`config.mk`:
```
export PLATFORM = sky130hd
export DESIGN_NAME = cmdq_trig_seq
export DESIGN_NICKNAME = d
export VERILOG_FILES = /design/src/rtl/cmdq_pkg.sv /design/src/rtl/cmdq_trig_sync.sv /design/src/rtl/cmdq_xfer_ctrl.sv /design/src/rtl/cmdq_queue_fsm.sv /design/src/rtl/cmdq_trig_seq.sv
export SDC_FILE = /design/constraint.sdc
export NUM_CORES = 1
export LEC_CHECK = 0
export ABC_AREA = 1
export BUFFER_PORTS_ARGS = -buffer_cell sky130_fd_sc_hd__clkbuf_2
export CORE_UTILIZATION = 25
export DETAILED_ROUTE_END_ITERATION = 8
export PLACE_DENSITY = 0.4
export SETUP_SLACK_MARGIN = 0.15
export SYNTH_ARGS = -nofsm -noshare
export SYNTH_HDL_FRONTEND = slang
export SYNTH_SLANG_ARGS = --single-unit
```
`constraint.sdc`:
```
create_clock -name clk -period 2.5 [get_ports clk]
set_input_delay 0.25 -clock clk [delete_from_list [all_inputs] [get_ports clk]]
set_output_delay 0.25 -clock clk [all_outputs]
set_load 0.05 [all_outputs]
```
`src/rtl/cmdq_pkg.sv`:
```
package cmdq_pkg;

  localparam int MODE_W = 3;

  typedef enum logic [1:0] {
    Q_IDLE  = 2'd0,
    Q_WAIT  = 2'd1,
    Q_TRIG  = 2'd2,
    Q_PAUSE = 2'd3
  } qstate_e;

  function automatic logic md_single(input logic [MODE_W-1:0] m);
    return (m == 3'd1) || (m == 3'd3) || (m == 3'd5);
  endfunction

  function automatic logic md_cont(input logic [MODE_W-1:0] m);
    return (m == 3'd2) || (m == 3'd4) || (m == 3'd6);
  endfunction

  function automatic logic md_level(input logic [MODE_W-1:0] m);
    return (m == 3'd3) || (m == 3'd4);
  endfunction

  function automatic logic md_edge(input logic [MODE_W-1:0] m);
    return (m == 3'd5) || (m == 3'd6);
  endfunction

  function automatic logic md_sw(input logic [MODE_W-1:0] m);
    return (m == 3'd1) || (m == 3'd2);
  endfunction

endpackage

```
`src/rtl/cmdq_trig_sync.sv`:
```
module cmdq_trig_sync #(
  parameter int STAGES = 2
) (
  input  logic clk,
  input  logic rst,
  input  logic trig_in,
  output logic level,
  output logic rise
);

  logic [STAGES-1:0] sh;
  logic              level_d;

  generate
    if (STAGES == 1) begin : g_one
      always_ff @(posedge clk) begin
        if (rst) sh <= '0;
        else     sh <= trig_in;
      end
    end else begin : g_chain
      always_ff @(posedge clk) begin
        if (rst) sh <= '0;
        else     sh <= {sh[STAGES-2:0], trig_in};
      end
    end
  endgenerate

  always_ff @(posedge clk) begin
    if (rst) level_d <= 1'b0;
    else     level_d <= level;
  end

  assign level = sh[STAGES-1];
  assign rise  = level & ~level_d;

endmodule

```
`src/rtl/cmdq_xfer_ctrl.sv`:
```
module cmdq_xfer_ctrl (
  input  logic clk,
  input  logic rst,
  input  logic abort,
  input  logic go,
  input  logic fifo_nempty,
  input  logic head_eoq,
  input  logic head_pause,
  input  logic tx_done,
  output logic issue,
  output logic busy,
  output logic done,
  output logic done_eoq,
  output logic done_pause,
  output logic tx_start,
  output logic fifo_pop
);

  logic eoq_q;
  logic pause_q;

  assign issue      = go & ~busy & fifo_nempty & ~abort;
  assign done       = busy & tx_done & ~abort;
  assign done_eoq   = eoq_q;
  assign done_pause = pause_q;

  always_ff @(posedge clk) begin
    if (rst || abort) begin
      busy     <= 1'b0;
      tx_start <= 1'b0;
      fifo_pop <= 1'b0;
      eoq_q    <= 1'b0;
      pause_q  <= 1'b0;
    end else begin
      tx_start <= issue;
      fifo_pop <= issue;
      if (issue) begin
        busy    <= 1'b1;
        eoq_q   <= head_eoq;
        pause_q <= head_pause;
      end else if (done) begin
        busy <= 1'b0;
      end
    end
  end

endmodule

```
`src/rtl/cmdq_queue_fsm.sv`:
```
module cmdq_queue_fsm
  import cmdq_pkg::*;
(
  input  logic              clk,
  input  logic              rst,
  input  logic [MODE_W-1:0] mode,
  input  logic              ss_arm,
  input  logic              gate,
  input  logic              rise,
  input  logic              busy,
  input  logic              issue,
  input  logic              done,
  input  logic              done_eoq,
  input  logic              done_pause,
  input  logic              eoq_clr,
  input  logic              pause_clr,
  input  logic              eoq_ie,
  input  logic              pause_ie,
  output logic              abort,
  output logic [1:0]        q_state,
  output logic              ss_status,
  output logic              eoq_flag,
  output logic              pause_flag,
  output logic              eoq_irq,
  output logic              pause_irq
);

  logic [MODE_W-1:0] mode_q;
  qstate_e           state, st_n;
  logic              trig_ok;
  logic              eoq_set, pause_set, sss_clr;

  assign abort   = (mode != mode_q);
  assign q_state = state;

  always_comb begin
    if (md_level(mode_q))     trig_ok = gate;
    else if (md_edge(mode_q)) trig_ok = rise;
    else                      trig_ok = md_sw(mode_q);
  end

  always_comb begin
    st_n      = state;
    eoq_set   = 1'b0;
    pause_set = 1'b0;
    sss_clr   = 1'b0;
    unique case (state)
      Q_IDLE: begin
        if (md_cont(mode_q) || (md_single(mode_q) && ss_status)) st_n = Q_WAIT;
      end
      Q_WAIT: begin
        if (trig_ok) st_n = Q_TRIG;
      end
      Q_TRIG: begin
        if (done) begin
          if (done_eoq) begin
            eoq_set = 1'b1;
            if (md_single(mode_q)) begin
              st_n    = Q_IDLE;
              sss_clr = 1'b1;
            end else begin
              st_n = Q_WAIT;
            end
          end else if (done_pause && md_edge(mode_q)) begin
            st_n      = Q_PAUSE;
            pause_set = 1'b1;
          end else if (md_level(mode_q) && !gate) begin
            st_n      = Q_WAIT;
            pause_set = 1'b1;
          end
        end else if (md_level(mode_q) && !gate && !busy && !issue) begin
          st_n      = Q_WAIT;
          pause_set = 1'b1;
        end
      end
      Q_PAUSE: begin
        if (md_edge(mode_q) && rise) st_n = Q_TRIG;
      end
    endcase
  end

  always_ff @(posedge clk) begin
    if (rst) begin
      mode_q     <= '0;
      state      <= Q_IDLE;
      ss_status  <= 1'b0;
      eoq_flag   <= 1'b0;
      pause_flag <= 1'b0;
      eoq_irq    <= 1'b0;
      pause_irq  <= 1'b0;
    end else begin
      mode_q    <= mode;
      eoq_irq   <= eoq_ie & eoq_flag;
      pause_irq <= pause_ie & pause_flag;
      if (abort) begin
        state      <= Q_IDLE;
        ss_status  <= 1'b0;
        eoq_flag   <= 1'b0;
        pause_flag <= 1'b0;
      end else begin
        state      <= st_n;
        ss_status  <= (ss_arm & md_single(mode_q)) | (ss_status & ~sss_clr);
        eoq_flag   <= eoq_set | (eoq_flag & ~eoq_clr);
        pause_flag <= pause_set | (pause_flag & ~pause_clr);
      end
    end
  end

endmodule

```
`src/rtl/cmdq_trig_seq.sv`:
```
module cmdq_trig_seq
  import cmdq_pkg::*;
#(
  parameter int SYNC_STAGES = 2
) (
  input  logic       clk,
  input  logic       rst,
  input  logic [2:0] mode,
  input  logic       trig_in,
  input  logic       ss_arm,
  input  logic       fifo_nempty,
  input  logic       head_eoq,
  input  logic       head_pause,
  output logic       fifo_pop,
  output logic       tx_start,
  input  logic       tx_done,
  input  logic       eoq_clr,
  input  logic       pause_clr,
  input  logic       eoq_ie,
  input  logic       pause_ie,
  output logic [1:0] q_state,
  output logic       ss_status,
  output logic       eoq_flag,
  output logic       pause_flag,
  output logic       eoq_irq,
  output logic       pause_irq
);

  logic gate, rise;
  logic abort, go;
  logic issue, busy, done, done_eoq, done_pause;

  assign go = (q_state == Q_TRIG);

  cmdq_trig_sync #(.STAGES(SYNC_STAGES)) u_sync (
    .clk     (clk),
    .rst     (rst),
    .trig_in (trig_in),
    .level   (gate),
    .rise    (rise)
  );

  cmdq_xfer_ctrl u_xfer (
    .clk         (clk),
    .rst         (rst),
    .abort       (abort),
    .go          (go),
    .fifo_nempty (fifo_nempty),
    .head_eoq    (head_eoq),
    .head_pause  (head_pause),
    .tx_done     (tx_done),
    .issue       (issue),
    .busy        (busy),
    .done        (done),
    .done_eoq    (done_eoq),
    .done_pause  (done_pause),
    .tx_start    (tx_start),
    .fifo_pop    (fifo_pop)
  );

  cmdq_queue_fsm u_fsm (
    .clk        (clk),
    .rst        (rst),
    .mode       (mode),
    .ss_arm     (ss_arm),
    .gate       (gate),
    .rise       (rise),
    .busy       (busy),
    .issue      (issue),
    .done       (done),
    .done_eoq   (done_eoq),
    .done_pause (done_pause),
    .eoq_clr    (eoq_clr),
    .pause_clr  (pause_clr),
    .eoq_ie     (eoq_ie),
    .pause_ie   (pause_ie),
    .abort      (abort),
    .q_state    (q_state),
    .ss_status  (ss_status),
    .eoq_flag   (eoq_flag),
    .pause_flag (pause_flag),
    .eoq_irq    (eoq_irq),
    .pause_irq  (pause_irq)
  );

endmodule

```
==> flow_metrics.py, run 1 <==
metrics = {
    "worst_setup_path": {
        "worstReg2RegStart": "u_fsm.mode_q[2]",
        "cp-start-kind": "flip-flop",
        "cp.required_ns": 2.69,
        "critPathSlowestCell": "dfxtp_1",
        "worstPathCellList": "inv_2 > nand2_2 > nand2_2 > nor2_4 > nand2_2 > nor2_2 > nand3_1 > nor2_1 > nor2_1 > nand2_1 > nor2_1",
        "crit_type": "flip-flop to flip-flop",
        "critPathLaunch": "u_fsm.mode_q[2]",
        "endpoint_kind": "flip-flop",
        "crit_family": "simple AND/OR/NAND/NOR gates",
        "critPathMaxStageDelay_ns": 0.49,
        "path_max_fanout": 8,
        "crit_buf_inv": 1,
        "crit_arrival_ns": 1.78,
    },
    "synthesis": {
        "yosysSeqAreaShare_pct": 38.9,
        "yosysWarningCount": 0,
        "syn_area_um2": 875,
        "synth_cell_types": 20,
        "syn_avg_cell_area_um2": 6.73,
        "synth_cells": 130,
        "syn_nets": 145,
        "synth-seq-cells": 17,
    },
    "layout": {
        "fin_nets": 170,
        "top_register": "u_fsm.mode_q",
        "largest_reg_flops": 3,
        "area_delta_synth_final_pct": 20.6,
        "diodes": 0,
        "drive_above_1_share_pct": 27.9,
    },
    "detailed_routing": {
        "drt_first_iter_violations": 20,
        "routed_wl_mm": 1.88,
        "final_antenna_net_count": 0,
        "drtPass1Iterations": 4,
        "vias_per_cell": 4.12,
        "vias": 824,
        "wl_per_cell_um": 9.41,
        "drc": 0,
    },
    "floorplanning": {
        "core_area_um2": 3340,
        "placementRows": 21,
        "die_w_um": 61.1,
        "initial_core_util_pct": 26.2,
        "ios": 24,
        "dieHeight_um": 61.1,
        "dieArea_um2": 3740,
    },
    "cts": {
        "clk_latency_ns": 0.29,
        "cts_resized": 0,
        "postCtsSetupBuffers": 0,
        "ctsHtreeMaxLevel": 1,
        "cts_buffer_depth": 2,
        "cts_sinks": 17,
        "cts_tree": "built",
        "clockRootBuffer": "clkbuf_4",
        "postCtsHoldBufs": 0,
        "cts_made_buffers": 3,
        "clk_pin_slew_ns": 0.10,
    },
    "sta": {
        "rsz0062_at_grt": "false",
        "maxSlewViolCount": 0,
        "final_hold_viol_count": 0,
        "relSlewSlack_pct": 78.4,
        "worst_pin_slew_ns": 0.321,
        "setup_viol": 0,
        "period_minus_slack_ns": 1.59,
        "fin_crit_sh_pct": 63.5,
        "fmax_ghz": 0.630,
        "final.setup.tns_ns": 0,
        "fin_skew_ns": 0.00107,
        "whs_ns": 0.138,
    },
    "power_and_ir_drop": {
        "ir_worst_vdd_uv": 214,
        "p_leak_nw": 0.528,
        "power_density_nw_per_um2": 476,
    },
    "run": {
        "cap_violations": 0,
    },
    "hold_path": {
        "hold_start": "trig_in",
        "hold_class": "primary input to flip-flop",
    },
    "placed_design": {
        "globalplace.congestion": 0.771,
        "portBuffers": 23,
        "dpl.hpwl_mm": 1.47,
    },
    "global_route": {
        "grt.overflow.total": 0,
        "grt_max_degree": 10,
        "grt_pass1_vias": 676,
        "track_usage_pct": 11.3,
        "antenna_found_initial": 0,
        "grt_first_pass_wirelength_mm": 3.05,
    },
    "run_status": {
        "status": "completed",
    },
}
-- metal layers --
layer / part of all wire (%) / wire length (µm) / vias up / global-route usage (%)
li1: - / - / 447 / -
met5: 0 / 0 / - / 0
met4: 1.1 / 20 / 0 / 5.84
met2: 45 / 856 / 27 / 16.6
met3: 5.8 / 109 / 2 / 1.89
met1: 48 / 895 / 348 / 15.7
-- area by class of cell --
type	count	area, µm²
Sequential cell	17	340
Timing Repair Buffer	23	115
Inverter	24	90.1
Fill cell	385	2280
Clock buffer	4	26.3
Tap cell	46	57.6
Multi-Input combinational cell	86	425
-- synthesized netlist by cell type --
| library cell | instances | area, µm² |
|---|---|---|
| nor3_1 | 2 | 10.0 |
| buf_4 | 2 | 15.0 |
| nand4_2 | 1 | 12.5 |
| xnor2_1 | 1 | 8.76 |
| o21ai_1 | 1 | 5.00 |
| nand3_2 | 3 | 30.0 |
| clkbuf_1 | 1 | 3.75 |
| nand3_1 | 7 | 35.0 |
| nor2_4 | 1 | 11.3 |
| a21oi_1 | 8 | 40.0 |
| nor2_1 | 19 | 71.3 |
| nor2_2 | 3 | 18.8 |
| nand2_2 | 6 | 37.5 |
| o211ai_1 | 3 | 22.5 |
| dfxtp_1 | 17 | 340 |
| o21ai_0 | 1 | 5.00 |
| inv_2 | 3 | 11.3 |
| nand2_1 | 28 | 105 |
| inv_1 | 21 | 78.8 |
| nand4_1 | 2 | 12.5 |
-- worst paths after layout --
path / end / slack, ns / cells past startpoint
worst max register to register: u_fsm.q_state[0] / 0.91 / 11
worst min register to register: u_sync.sh[1] / 0.41 / 2
worst max-delay path: u_fsm.q_state[0] / 0.91 / 11
worst min-delay path: u_sync.sh[0] / 0.14 / 3
-- cell families after synthesis --
kind of cell	count (synthesis)	share of synthesized area (%)
and+or+nand+nor	72	39.3
buffers and inverters	27	12.4
AOI/OAI and AO/OA	13	8.30
xor gates and xnor gates	1	1.00
DFF	17	38.9
-- tightest hold or removal path, delay by kind of cell --
family	cells	cell delay [ns]
buffers and inverters	2	0.12
and+or+nand+nor	1	0.03
-- layout by cell type, fill, tap and decap left out, types with 3 or more instances in the layout --
cell	instances
nand2_1	28
clkbuf_2	23
inv_1	21
nor2_1	19
dfxtp_1	17
a21oi_1	8
nand3_1	7
nand2_2	6
inv_2	3
nand3_2	3
nor2_2	3
o211ai_1	3
clkbuf_4	3
-- metrics by stage --
stage	instances	total power, mW	utilization (%)	setup WS (ns)	area, µm²
detailed placement	196	0.358	30.8	0.918	1030
CTS	200	0.513	31.6	0.900	1050
global route	200	0.537	31.6	0.718	1050
finish	200	0.502	31.6	0.912	1050
global placement	196	0.359	30.8	0.906	1030
floorplan	130	0.338	-	0.829	875
-- report_power, final --
| group | leakage [nW] | internal (mW) | switching (mW) |
|---|---|---|---|
| combinational | 0.375 | 0.0263 | 0.0424 |
| clock | 0.0150 | 0.0619 | 0.0892 |
| sequential | 0.138 | 0.276 | 0.00631 |
| total | 0.528 | 0.365 | 0.138 |
(Power assumes the default switching activity.)
==> run 2, diff against run 1 <==
Clock period 2.5 ns to 1.6 ns, I/O delays scaled along.
==> flow_metrics.py, run 2 (synthesis gave the netlist of run 1 again) <==
metrics = {
    "run_status": {
        "status": "completed",
    },
    "layout": {
        "largest_reg_flops": 3,
        "drive_above_1_share_pct": 37.1,
        "stdcell_count": 205,
        "diodes": 0,
        "stdcell_area_um2": 1160,
        "mostFrequentLayoutCell": "nand2_1",
        "final_util_pct": 34.7,
        "multiInputGateArea_um2": 479,
        "area_delta_synth_final_pct": 32.3,
        "fin_nets": 175,
        "layout_common_cells": "nand2_1 (26), clkbuf_2 (23), inv_1 (20)",
        "top_register": "u_fsm.mode_q",
        "fillers": 406,
        "regArea_um2": 352,
    },
    "sta": {
        "fin_ws_ns": 0.187,
        "relSlewSlack_pct": 77.8,
        "final.setup.tns_ns": 0,
        "fin_skew_ns": 0.00274,
        "maxSlewViolCount": 0,
        "final_hold_viol_count": 0,
        "setup_viol": 0,
        "worst_pin_slew_ns": 0.331,
        "whs_ns": 0.0412,
        "period_minus_slack_ns": 1.41,
        "fmax_ghz": 0.708,
        "fin_crit_sh_pct": 88.3,
        "rsz0062_at_grt": "true",
    },
    "placed_design": {
        "pre_cts_ws_ns": 0.0478,
        "dpl.hpwl_mm": 1.59,
        "globalplace.congestion": 0.843,
        "place_area_um2": 1050,
        "portBuffers": 23,
        "placedCellCount": 198,
    },
    "cts": {
        "cts_made_buffers": 3,
        "clockRootBuffer": "clkbuf_4",
        "clk_latency_ns": 0.29,
        "ctsHtreeMaxLevel": 1,
        "cts_buffer_depth": 2,
        "clk_pin_slew_ns": 0.10,
        "cts_sinks": 17,
        "cts_tree": "built",
    },
    "global_route": {
        "grt_max_degree": 10,
        "grt_first_pass_wirelength_mm": 3.50,
        "track_usage_pct": 12.9,
        "antenna_found_initial": 0,
        "grt_pass1_vias": 783,
        "grt.overflow.total": 0,
    },
    "floorplanning": {
        "die_w_um": 61.1,
        "dieArea_um2": 3740,
        "core_area_um2": 3340,
        "placementRows": 21,
        "ios": 24,
        "dieHeight_um": 61.1,
        "initial_core_util_pct": 26.2,
    },
    "worst_setup_path": {
        "crit_type": "flip-flop to flip-flop",
        "critPathLaunch": "u_fsm.mode_q[1]",
        "cp.required_ns": 1.80,
        "reg2reg_to": "u_fsm.q_state[0]",
        "worstReg2RegStart": "u_fsm.mode_q[1]",
        "r2r_slack_ns": 0.19,
        "crit_arrival_ns": 1.61,
        "path_max_fanout": 4,
        "endpoint_kind": "flip-flop",
        "cp-start-kind": "flip-flop",
        "crit_path_end": "u_fsm.q_state[0]",
        "worst-r2r-cell-count": 11,
    },
    "detailed_routing": {
        "drtPass1Iterations": 4,
        "wl_per_cell_um": 10.1,
        "final_antenna_net_count": 0,
        "drc": 0,
        "routed_wl_mm": 2.08,
        "drt_first_iter_violations": 16,
        "vias": 863,
        "vias_per_cell": 4.21,
    },
    "power_and_ir_drop": {
        "power_density_nw_per_um2": 690,
        "p_leak_nw": 0.571,
        "ir_worst_vdd_uv": 303,
        "power.total_mw": 0.798,
    },
    "run": {
        "cap_violations": 0,
    },
    "hold_path": {
        "hold_class": "primary input to flip-flop",
    },
}
run 2: worst min-delay path by stage:
stage | startpoint | endpoint | slack (ns) | cells after the start
3_3_place_gp | trig_in | u_sync.sh[0] | 0.35 | 3
4_1_cts | trig_in | u_sync.sh[0] | 0.03 | 3
2_1_floorplan | mode[0] | u_fsm.mode_q[0] | 0.27 | 2
5_1_grt | eoq_ie | u_fsm.eoq_irq | 0.04 | 3
6_report | trig_in | u_sync.sh[0] | 0.04 | 3
3_5_place_dp | trig_in | u_sync.sh[0] | 0.36 | 3
run 2: metal layers:
layer	wire length (µm)	global-route usage (%)
met2	919	18.9
met3	93	3.15
met1	1030	17.8
met4	40	5.84
met5	0	0
run 2: worst max-delay path, stage by stage (launching register included):
cell and delay, ns:
dfxtp_2 0.37, inv_2 0.05, nand2_1 0.06, nand2_2 0.06, nor2_4 0.17, nand2_4 0.09
nor2_4 0.17, nand3_4 0.08, nor2_1 0.11, nor2_1 0.05, nand2_1 0.06, nor2_1 0.03
run 2: power by group:
part | internal, mW | switching (mW) | total, mW
Clock | 0.0970 | 0.140 | 0.237
Combinational | 0.0456 | 0.0757 | 0.121
Sequential | 0.431 | 0.00916 | 0.440
Total | 0.573 | 0.225 | 0.798
run 2: what timing repair did:
action,in CTS,in global routing
hold buffers,0,0
endpoints found under the setup margin,4,5
resized for setup,3,13
pin swaps,0,5
cloned,0,0
buffers inserted,0,3
run 2: cell type report:
cell class	instances	share of cell area, %
clock buffer	4	2.27
inverter	24	7.78
multi-input combinational	86	41.4
timing repair buffer	28	13.2
tap	46	4.97
sequential	17	30.4
